<file path="config.mk">
export PLATFORM = sky130hd
export DESIGN_NAME = yuv422_rgb_unpack
export DESIGN_NICKNAME = d
export VERILOG_FILES = /design/src/rtl/yuv422_rgb_pkg.sv /design/src/rtl/yuv422_rgb_ctrl.sv /design/src/rtl/yuv422_rgb_datapath.sv /design/src/rtl/yuv422_rgb_unpack.sv
export SDC_FILE = /design/constraint.sdc
export NUM_CORES = 1
export LEC_CHECK = 0
export BUFFER_PORTS_ARGS = -buffer_cell sky130_fd_sc_hd__buf_2
export CAP_MARGIN = 40
export CELL_PAD_IN_SITES_DETAIL_PLACEMENT = 0
export CELL_PAD_IN_SITES_GLOBAL_PLACEMENT = 2
export CORE_ASPECT_RATIO = 1.4
export CORE_MARGIN = 8
export CORE_UTILIZATION = 37
export CTS_CLUSTER_SIZE = 10
export DETAILED_ROUTE_END_ITERATION = 10
export GPL_TIMING_DRIVEN = 0
export PLACE_DENSITY = 0.9
export SYNTH_ARGS = -nofsm -noshare
export SYNTH_HDL_FRONTEND = slang
export SYNTH_SLANG_ARGS = --single-unit
</file>
<file path="constraint.sdc">
create_clock -name clk -period 9.3 [get_ports clk]
set_input_delay 0.465 -clock clk [delete_from_list [all_inputs] [get_ports clk]]
set_output_delay 0.465 -clock clk [all_outputs]
set_load 0.02 [all_outputs]
</file>
<file path="src/rtl/yuv422_rgb_pkg.sv">
package yuv422_rgb_pkg;
  localparam int WORD_W    = 32;
  localparam int CHAN_W    = 8;
  localparam int FRAC_BITS = 16;
  localparam int COEF_Y    = 76283;
  localparam int COEF_RV   = 104595;
  localparam int COEF_GV   = 53281;
  localparam int COEF_GU   = 25624;
  localparam int COEF_BU   = 132252;
  localparam int LUMA_OFS  = 16;
  localparam int CHROMA_OFS = 128;

  typedef struct packed {
    logic load;       // capture a new input word
    logic selSecond;  // present the pixel built from the second luma
  } pairStrobes_t;
endpackage

</file>
<file path="src/rtl/yuv422_rgb_ctrl.sv">
module yuv422_rgb_ctrl
  import yuv422_rgb_pkg::*;
(
  input  logic         clk,
  input  logic         rst_n,
  input  logic         inValid,
  output logic         inReady,
  output logic         outValid,
  input  logic         outReady,
  output pairStrobes_t strobes
);
  typedef enum logic [1:0] {ST_EMPTY, ST_FIRST, ST_SECOND} pairState_t;
  pairState_t state, stateNext;

  logic inFire, outFire;

  always_comb begin
    inReady  = (state == ST_EMPTY) || (state == ST_SECOND && outReady);
    outValid = (state != ST_EMPTY);
    inFire   = inValid && inReady;
    outFire  = outValid && outReady;
  end

  always_comb begin
    stateNext = state;
    unique case (state)
      ST_EMPTY:  if (inFire) stateNext = ST_FIRST;
      ST_FIRST:  if (outFire) stateNext = ST_SECOND;
      ST_SECOND: if (outFire) stateNext = inFire ? ST_FIRST : ST_EMPTY;
      default:   stateNext = ST_EMPTY;
    endcase
  end

  always_ff @(posedge clk) begin
    if (!rst_n) state <= ST_EMPTY;
    else        state <= stateNext;
  end

  always_comb begin
    strobes.load      = inFire;
    strobes.selSecond = (state == ST_SECOND);
  end

  // first pixel accepted -> second pixel of the same pair presented next
  assert_pair_order_R1: assert property (@(posedge clk) disable iff (!rst_n)
    (outValid && outReady && !strobes.selSecond) |=> (outValid && strobes.selSecond));

  // no new word while a pair is still being drained
  assert_busy_no_accept_R9: assert property (@(posedge clk) disable iff (!rst_n)
    (outValid && !(strobes.selSecond && outReady)) |-> !inReady);

  // refill in the same cycle the second pixel leaves
  assert_refill_R11: assert property (@(posedge clk) disable iff (!rst_n)
    (outValid && strobes.selSecond && outReady && inValid) |=> (outValid && !strobes.selSecond));
endmodule

</file>
<file path="src/rtl/yuv422_rgb_datapath.sv">
module yuv422_rgb_datapath
  import yuv422_rgb_pkg::*;
#(
  parameter int ACC_W = 32
) (
  input  logic                clk,
  input  logic                rst_n,
  input  pairStrobes_t        strobes,
  input  logic [WORD_W-1:0]   inData,
  output logic [WORD_W-1:0]   outPixel
);
  localparam int PAIR = 2;
  localparam int PAD_W = WORD_W - 3*CHAN_W;
  localparam logic signed [ACC_W-1:0] kY   = COEF_Y;
  localparam logic signed [ACC_W-1:0] kRv  = COEF_RV;
  localparam logic signed [ACC_W-1:0] kGv  = COEF_GV;
  localparam logic signed [ACC_W-1:0] kGu  = COEF_GU;
  localparam logic signed [ACC_W-1:0] kBu  = COEF_BU;
  localparam logic signed [ACC_W-1:0] kLumaOfs = LUMA_OFS;
  localparam logic signed [ACC_W-1:0] kChromaOfs = CHROMA_OFS;
  localparam logic signed [ACC_W-1:0] kMax = (1 << CHAN_W) - 1;

  logic [WORD_W-1:0] heldWord;

  always_ff @(posedge clk) begin
    if (!rst_n)            heldWord <= '0;
    else if (strobes.load) heldWord <= inData;
  end

  function automatic logic signed [ACC_W-1:0] widen(input logic [CHAN_W-1:0] b);
    return $signed({{(ACC_W-CHAN_W){1'b0}}, b});
  endfunction

  function automatic logic [CHAN_W-1:0] clampChan(input logic signed [ACC_W-1:0] s);
    if (s < 0)         return '0;
    else if (s > kMax) return '1;
    else               return s[CHAN_W-1:0];
  endfunction

  logic signed [ACC_W-1:0] vOff, uOff;
  always_comb begin
    vOff = widen(heldWord[2*CHAN_W-1:CHAN_W]) - kChromaOfs;
    uOff = widen(heldWord[4*CHAN_W-1:3*CHAN_W]) - kChromaOfs;
  end

  logic [WORD_W-1:0] lanePixel [PAIR];

  for (genvar lane = 0; lane < PAIR; lane++) begin : g_lane
    logic [CHAN_W-1:0]       luma;
    logic signed [ACC_W-1:0] yOff, accR, accG, accB;
    always_comb begin
      luma = heldWord[2*lane*CHAN_W +: CHAN_W];
      yOff = widen(luma) - kLumaOfs;
      accR = (kY * yOff + kRv * vOff) >>> FRAC_BITS;
      accG = (kY * yOff - kGv * vOff - kGu * uOff) >>> FRAC_BITS;
      accB = (kY * yOff + kBu * uOff) >>> FRAC_BITS;
      lanePixel[lane] = {{PAD_W{1'b0}}, clampChan(accB), clampChan(accG), clampChan(accR)};
    end
  end

  assign outPixel = strobes.selSecond ? lanePixel[1] : lanePixel[0];

  // the word used for both pixels is the one accepted
  assert_capture_R1: assert property (@(posedge clk) disable iff (!rst_n)
    strobes.load |=> (heldWord == $past(inData)));
endmodule

</file>
<file path="src/rtl/yuv422_rgb_unpack.sv">
module yuv422_rgb_unpack
  import yuv422_rgb_pkg::*;
(
  input  logic        clk,
  input  logic        rst_n,
  input  logic        inValid,
  output logic        inReady,
  input  logic [31:0] inData,
  output logic        outValid,
  input  logic        outReady,
  output logic [31:0] outPixel
);
  pairStrobes_t strobes;

  yuv422_rgb_ctrl u_ctrl (
    .clk(clk), .rst_n(rst_n), .inValid(inValid), .inReady(inReady),
    .outValid(outValid), .outReady(outReady), .strobes(strobes)
  );

  yuv422_rgb_datapath #(.ACC_W(32)) u_dp (
    .clk(clk), .rst_n(rst_n), .strobes(strobes), .inData(inData), .outPixel(outPixel)
  );

  // a stalled pixel stays valid and unchanged
  assert_hold_R10: assert property (@(posedge clk) disable iff (!rst_n)
    (outValid && !outReady) |=> (outValid && $stable(outPixel)));

  // output becomes valid only after a word was accepted
  assert_valid_after_accept_R9: assert property (@(posedge clk) disable iff (!rst_n)
    $rose(outValid) |-> $past(inValid && inReady));
endmodule

</file>
# After elaboration in Yosys (flattened, before gate mapping)
# Index checks and enable logic that the tools add are counted.
# totals
in_bits	36
out_inout_bits	34
reg_bits	34
elab_cells	62
# classes
addsub	12
n_lt_le_gt_ge	12
n_eq_ne	5
n_reduce_logical	7
multipliers	6
muxes	18
# op_table
operator	count
$add A32 B32 Y32	4
$sub A32 B32 Y32	4
$gt A16 B9 Y1 const B	6
$lt A16 B1 Y1 const B	6
$mul A18 B32 Y32 const A	3
$mux W8	12
$mul A13 B32 Y29 const A	1
$mul A17 B32 Y30 const A	1
$mul A17 B32 Y32 const A	1
$mux W24	1
$sub A8 B5 Y9 const B	2
$sub A8 B8 Y9 const B	2
$mux W2	3
$pmux W2 S3	1
$ne A2 B1 Y1 const B	2
$logic_and A1 B1 Y1	3
$reduce_and A3 Y1	1
$eq A2 B1 Y1 const B	1
$eq A2 B2 Y1 const B	1
$logic_not A2 Y1	1
$ne A2 B2 Y1 const B	1
$reduce_bool A2 Y1	1
$logic_or A1 B1 Y1	1
$mux W1	1

# Logic depth before layout (Yosys ltp)
# Gate-level depths: netlist of the first run.
# depth
depth_word	8
depth_mapped	39
ltp_nobuf	38

# Modules after synthesis
# A second synthesis of the first run with hierarchy kept.
# hier_totals
hier_cells	2355
hier_area_um2	20716.1
# by_module_without_submodules
module	cells_per_inst	area_each_um2	seq_area_each_um2	n_inst
yuv422_rgb_datapath	2341	20592.2	640.6	1
yuv422_rgb_ctrl	14	123.9	40.0	1

# Worst setup path before layout of the first run
# No wires, ideal clock.
# synth_path
path_type	reg-to-output
start	register u_dp.heldWord[20]
end	output port outPixel[10]
setup_slack_ns	0.065
arrival_time_ns	8.770
stages_incl_launch_ff	35
required_time_ns	8.835
n_path_buf	0
path_cell_list	dfxtp_1 -> inv_1 -> ha_1 -> xor2_1 -> inv_1 -> ha_1 -> ha_1 -> or2_2 -> fa_1 -> inv_1 -> fa_1 -> inv_1 -> ha_1 -> ha_1 -> o21a_1 -> o2111a_1 -> a211oi_1 -> o21ai_0 -> o211ai_1 -> a21oi_1 -> o21ai_0 -> a21boi_0 -> o21ai_0 -> nor3b_1 -> fa_1 -> ha_1 -> a21oi_1 -> o21ai_0 -> a31o_2 -> a2111oi_0 -> a311oi_2 -> xnor2_1 -> mux2i_4 -> xnor2_2 -> a211oi_1
# synth_via
elab_chain_cells	8
elab_cells_between_ends	9
classes_between	add/sub: 3; mul: 1; order compare: 2; mux: 3
# synth_rtl
item	line	rtl
start: declaration	yuv422_rgb_datapath.sv:23	logic [WORD_W-1:0] heldWord;
start signal: assignment	yuv422_rgb_datapath.sv:27	else if (strobes.load) heldWord <= inData;
$sub A8 B5 Y9 *	yuv422_rgb_datapath.sv:53	yOff = widen(luma) - kLumaOfs;
$mul A18 B32 Y32 *	yuv422_rgb_datapath.sv:55	accG = (kY * yOff - kGv * vOff - kGu * uOff) >>> FRAC_BITS;
$sub A32 B32 Y32 * (2 in a row)	yuv422_rgb_datapath.sv:55	
$gt A16 B9 Y1	yuv422_rgb_datapath.sv:36	else if (s > kMax) return '1;
$mux W8	yuv422_rgb_datapath.sv:36	
$mux W8 *	yuv422_rgb_datapath.sv:35	if (s < 0) return '0;
$mux W24 *	yuv422_rgb_datapath.sv:61	assign outPixel = strobes.selSecond ? lanePixel[1] : lanePixel[0];
end: declaration	yuv422_rgb_unpack.sv:11	output logic [31:0] outPixel
# Mark *: on every way between the ends. The rest lies on a longest branch, timed or not.

# Worst setup path after layout of the first run
# layout_path
start	register u_dp.heldWord[20]
end	output port outPixel[8]
# The elaborated chain is that of the path after synthesis.

==> impl_metrics.toml, run 1 <==
[sta]
fmax_ghz = 0.1076
rsz0062_at_grt = "yes"
slew_viol_final = 0
finalSetupViolCount = 0
worstMarginPinSlew_ns = 0.9643
fin_crit_ns = 9.294
slew-limit-headroom = 0.3571
finalCritPeriodShare = 0.9993
clock_skew_ns = 0.006365
finalHoldViolations = 0

[routing]
post-route-drc-count = 0
wire_per_inst_um = 18.68
via_count = 19457
vias_per_cell = 5.297
first_pass_iters = 5
drt_iter0_drc = 814
ant_nets = 0
wirelength_um = 68600

[grt]
overflow = 0
first_global_vias = 20172
antenna_found_initial = 1
grt_pass1_wl_um = 106900
track_usage = 0.1967
grt_start_max_net_pins = 29

[floorplan]
core_region_area_um2 = 60510
die_w_um = 224.3
dieArea_um2 = 69000
io-pin-count = 70
start_util = 0.3714
row_count = 107
fp.dieH_um = 307.6

[cells_and_area]
fin_util = 0.4380
drive_gt1_frac = 0.1565
fin_cells = 3673
fillerInstances = 6088
finalNetCount = 3718
area_delta_synth_final_pct = 17.94
antenna_cells = 0

[clocking]
clk_pin_slew_worst_paths_ns = 0.06
cts_max_path_buffers = 2
insertion_delay_ns = 0.29
cts_max_level = 2
cts_sinks = 34
cts_tree = "yes"
cts-root-buf = "clkbuf_16"
cts_buffers = 5

[place]
placed_cells = 3563
gp_congestion = 0.9399
port_buffers = 61
dp_hpwl_um = 59630

[logic_synthesis]
yosysTopAreaCell = "ha_1"
seq_area_frac_synth = 0.03029
ys_async_sr_fraction = 0
yosysUniqueCellTypes = 76
synth-edff-count = 0
synth_area_leaders = "ha_1, fa_1, inv_1"
syn-cell-area_um2 = 22470
netlist_instances = 2665
yosysTopAreaCellShare = 0.3524
synth_most_common_cell = "ha_1"
ys_ff_latch = 34
netlist_top_cells_count = "ha_1, inv_1, fa_1"
yosys_warnings = 0
synth_flop_cell = "dfxtp_1"
syn_area_per_cell_um2 = 8.433

[flow_run]
max_cap_viol_count = 0

[worst_setup_path]
critPathRequiredTime_ns = 8.84
critPathTopFamily = "adder cells"
cp_common_cell = "fa_1"
cp.arrival_ns = 8.83
crit_path_start_kind = "flip-flop"
crit_type = "flip-flop to output pin"
crit_buf_inv = 8
endpoint_kind = "output pin"
path_max_fanout = 5
crit_path_max_incr_delay_ns = 0.52
critPathSlowestCell = "fa_1"

[status]
status = "finished clean"

[hold_path]
hp-class = "primary input to flip-flop"
==> per-layer routing <==
metal  global-route usage  routed length, um  vias to the layer above
met5                    0                  0                        -
met4               0.1246               4774                        0
met3              0.01038               1580                      146
met2               0.3688              35340                      362
met1               0.2134              26900                     9320
li1                     -                  -                     9629
==> worst register-to-register path, delay by kind of cell (launching register included) <==
family	cells	cell delay [ns]
buffers and inverters	2	0.84
and+or+nand+nor	4	0.64
DFF	1	0.40
AOI/OAI and AO/OA	1	0.18
==> logic make-up (layout without fill, tap and decap cells) <==
kind of cell | count (synthesis) | count (layout) | synth area share
AO/OA/AOI/OAI | 576 | 576 | 0.1718
XOR/XNOR | 157 | 157 | 0.06152
adder cells (fa/ha/maj) | 827 | 827 | 0.5252
buffers and inverters | 468 | 652 | 0.07950
flip-flops | 34 | 34 | 0.03029
multiplexers | 10 | 10 | 0.005233
other | 1 | 8 | 0.0001669
AND/OR/NAND/NOR | 592 | 592 | 0.1263
==> cell type report <==
type / count / area [um^2] / share of cell area
multi-input combinational: 2170 / 21500 / 0.8112
inverter: 443 / 1702 / 0.06420
timing repair buffer: 179 / 1274 / 0.04806
tap: 817 / 1022 / 0.03857
sequential: 34 / 733.2 / 0.02766
clock buffer: 6 / 138.9 / 0.005240
buffer: 22 / 122.6 / 0.004626
clock inverter: 2 / 12.51 / 0.0004721
==> cell usage in the layout, fill, tap and decap left out, drive strengths merged, types with 9 or more instances in the layout <==
master,instances
ha,633
inv,440
fa,194
buf,187
nand2,173
a21oi,152
nor2,148
xnor2,102
o21ai,93
a21o,55
xor2,55
nor3,53
a21boi,42
nand3,37
nand2b,36
dfxtp,34
o21a,32
nor2b,30
a211oi,29
o21bai,23
or3,22
a31oi,21
clkbuf,20
or2,18
o211ai,16
o32ai,16
o31ai,15
nand4,14
and2,13
and3,11
nor4,9
a2111oi,9
==> path summary, 6_finish.rpt <==
check	end	cells after the start	startpoint	slack, ns
worst min-delay path	u_dp.heldWord[18]$_SDFFE_PN0P_	3	inData[18]	0.41
worst min register to register	u_dp.heldWord[17]$_SDFFE_PN0P_	2	u_dp.heldWord[17]$_SDFFE_PN0P_	0.51
worst max-delay path	outPixel[8]	36	u_dp.heldWord[20]$_SDFFE_PN0P_	0.006
worst max register to register	u_dp.heldWord[12]$_SDFFE_PN0P_	7	u_ctrl.state[1]$_SDFFE_PN0P_	7.16
==> state kept, by name, indices dropped and copies added (netlist names) <==
register	count
u_dp.heldWord	32
u_ctrl.state	2
==> stage by stage <==
stage	setup slack, ns	hold slack [ns]	TNS (ns)	area (um^2)
CTS	-0.1041	0.3998	-0.3482	25480
global route	-0.2751	0.4030	-3.555	26510
floorplan	0.06467	0.4685	0	22500
global placement	-2.541	0.5071	-38.45	23830
finish	0.006366	0.4073	0	26510
detailed placement	-2.428	0.5210	-38.75	23920
==> repair_timing <==
| item | 4_1_cts | 5_1_grt |
|---|---|---|
| gates cloned | 0 | 0 |
| pin swaps | 64 | 87 |
| hold buffers | 0 | 0 |
| setup buffers | 60 | 46 |
| resized for setup | 211 | 127 |
| setup endpoints to repair | 24 | 24 |
Power of run 1 is left out: the tool's default activity adds up to more than one toggle a clock period on the data nets, which glitch-free logic cannot reach.
==> inputs of run 2 (changes only) <==
ABC_AREA = 1   (was default)
CORE_UTILIZATION = 34   (was 37)
PLACE_DENSITY = 0.91   (was 0.9)
==> impl_metrics.toml, run 2 <==
[status]
status = "finished clean"

[clocking]
cts_sinks = 34
cts_max_level = 2
cts_max_path_buffers = 2
postCtsHoldBufs = 0
clk_pin_slew_worst_paths_ns = 0.07
cts_buffers = 5
cts-root-buf = "clkbuf_16"
cts_tree = "yes"
insertion_delay_ns = 0.30

[sta]
slew-limit-headroom = 0.3937
finalSetupViolCount = 0
fmax_ghz = 0.1120
clock_skew_ns = 0.01121
finalHoldViolations = 0
finalCritPeriodShare = 0.9604
fin_crit_ns = 8.932
worstMarginPinSlew_ns = 0.9050
fin_ws_ns = 0.3684
slew_viol_final = 0

[worst_setup_path]
endpoint_kind = "output pin"
crit_buf_inv = 9
crit_start = "u_dp.heldWord[20]$_SDFFE_PN0P_"
cp.arrival_ns = 8.47
ff2ff_path_depth = 5
regToRegStartpoint = "u_ctrl.state[0]$_SDFFE_PN0P_"
ff2ff_setup_slack_ns = 7.40
path_max_fanout = 8
crit_type = "flip-flop to output pin"
crit_path_max_incr_delay_ns = 0.59
critPathSlowestCell = "nand3_2"
critPathTopFamily = "adder cells"
crit_path_start_kind = "flip-flop"
cp_common_cell = "nand2_1"
critPathRequiredTime_ns = 8.84
timing.rr.end = "u_dp.heldWord[13]$_SDFFE_PN0P_"

[routing]
first_pass_iters = 5
wirelength_um = 106700
post-route-drc-count = 0
drt_iter0_drc = 1544
wire_per_inst_um = 19.42
vias_per_cell = 5.055
via_count = 27777
ant_nets = 0

[hold_path]
hold_depth = 3
hold_end = "u_dp.heldWord[17]$_SDFFE_PN0P_"
hp-start = "inData[17]"
hp-class = "primary input to flip-flop"

[logic_synthesis]
ys_async_sr_fraction = 0
synth_top_family_by_area = "adder cells"
synth_fa_ha_area_frac = 0.4216
yosysTopAreaCellShare = 0.2829
synth_most_common_cell = "nand2_1"
syn-cell-area_um2 = 28000
synth-edff-count = 0
netlist_instances = 4288
muxShareOfSynthArea = 0
ys_ff_latch = 34
synth_xor_area_frac = 0.05005
yosysUniqueCellTypes = 48
synth_compound_area_frac = 0.1239
yosys_warnings = 0
synth_area_leaders = "ha_1, nand2_1, fa_1"
synth_flop_cell = "dfxtp_1"
yosysTopAreaCell = "ha_1"
netlist_top_cells_count = "nand2_1, inv_1, ha_1"
yosys.area_share.simple = 0.2693
seq_area_frac_synth = 0.02431
syn_area_per_cell_um2 = 6.529

[cells_and_area]
fin_area_um2 = 30700
largest_reg_flops = 32
regMostFlops = "u_dp.heldWord"
finalNetCount = 5286
final_common_cell = "nand2_1"
fin_cells = 5495
reg.largest.list = "u_dp.heldWord x32, u_ctrl.state x2"
antenna_cells = 0
drive_gt1_frac = 0.05696
final_cell_mix = "nand2_1, inv_1, ha_1"
fillerInstances = 9043
area_delta_synth_final_pct = 9.657

[place]
port_buffers = 60
dp_slack_ns = -0.1058
gp_congestion = 0.9672
dp_hpwl_um = 96220
placed_cells = 5466
postPlaceCellArea_um2 = 30180

[floorplan]
dieArea_um2 = 91920
start_util = 0.3431
io-pin-count = 70
die_w_um = 258.5
core_region_area_um2 = 81610
row_count = 124
fp.dieH_um = 355.5

[grt]
grt_start_max_net_pins = 21
antenna_found_initial = 1
track_usage = 0.2274
first_global_vias = 28265
overflow = 0
grt_pass1_wl_um = 160900

[flow_run]
max_cap_viol_count = 0
[run 2: changes by cell type in the layout (fill, tap and decap cells not counted), moves of 31 or more]
cell	delta
nand2b_1	-36
xor2_1	+44
buf_4	-71
nand3_1	+119
a21o_1	-32
a21boi_0	-31
o21ai_0	+69
inv_1	+358
nand2_1	+1002
a21oi_1	+200
nor2_1	+188
[run 2: area by class of cell]
| cell class | instances | area [um^2] | share of cell area |
|---|---|---|---|
| buffer | 20 | 106.4 | 0.003464 |
| multi-input combinational | 3443 | 24500 | 0.7980 |
| tap | 1071 | 1340 | 0.04365 |
| clock buffer | 5 | 125.1 | 0.004075 |
| timing repair buffer | 121 | 887.1 | 0.02889 |
| clock inverter | 3 | 45.04 | 0.001467 |
| inverter | 798 | 3012 | 0.09809 |
| sequential | 34 | 685.7 | 0.02233 |
[run 2: repair_timing]
item	CTS	global route
setup buffers	5	16
hold endpoints to repair	0	0
cloned	0	0
gates resized for setup	9	42
pin swaps	3	7
setup endpoints to repair	24	24
[run 2: cells by family (layout without fill, tap and decap cells)]
logic type,Yosys count,in the layout
fa+ha+maj,827,827
xor+xnor,160,160
flops,34,34
other cells,1,8
compound gates,628,628
simple gates,1820,1820
buf+inv,818,947
[run 2: metal layers]
metal / vias up / GRT usage / share of wire
li1: 14033 / - / -
met1: 12927 / 0.2566 / 0.41
met2: 602 / 0.4051 / 0.48
met3: 215 / 0.01792 / 0.032
met4: 0 / 0.1532 / 0.082
met5: - / 0 / 0
[run 2: worst max-delay path by stage]
| stage | endpoint | slack [ns] | depth (start not counted) |
|---|---|---|---|
| after floorplan | outPixel[10] | 1.57 | 38 |
| after global placement | outPixel[9] | -1.34 | 41 |
| after detailed placement | outPixel[15] | -0.11 | 39 |
| after CTS | outPixel[14] | 0.005 | 39 |
| after global routing | outPixel[10] | -0.004 | 37 |
| final | outPixel[15] | 0.37 | 37 |
[run 2: worst min-delay path, stage by stage]
cell     delay [ns]
buf_2          0.10
nand3_1        0.07
a21oi_1        0.06
[run 2: per-stage QoR]
stage | hold slack [ns] | setup TNS [ns] | utilization
floorplan | 0.4872 | 0 | -
global placement | 0.5180 | -23.82 | 0.3635
detailed placement | 0.4904 | -0.8028 | 0.3698
CTS | 0.4431 | 0 | 0.3729
global route | 0.4625 | -0.005103 | 0.3762
finish | 0.4477 | 0 | 0.3762
Power of run 2 is left out for the same reason.
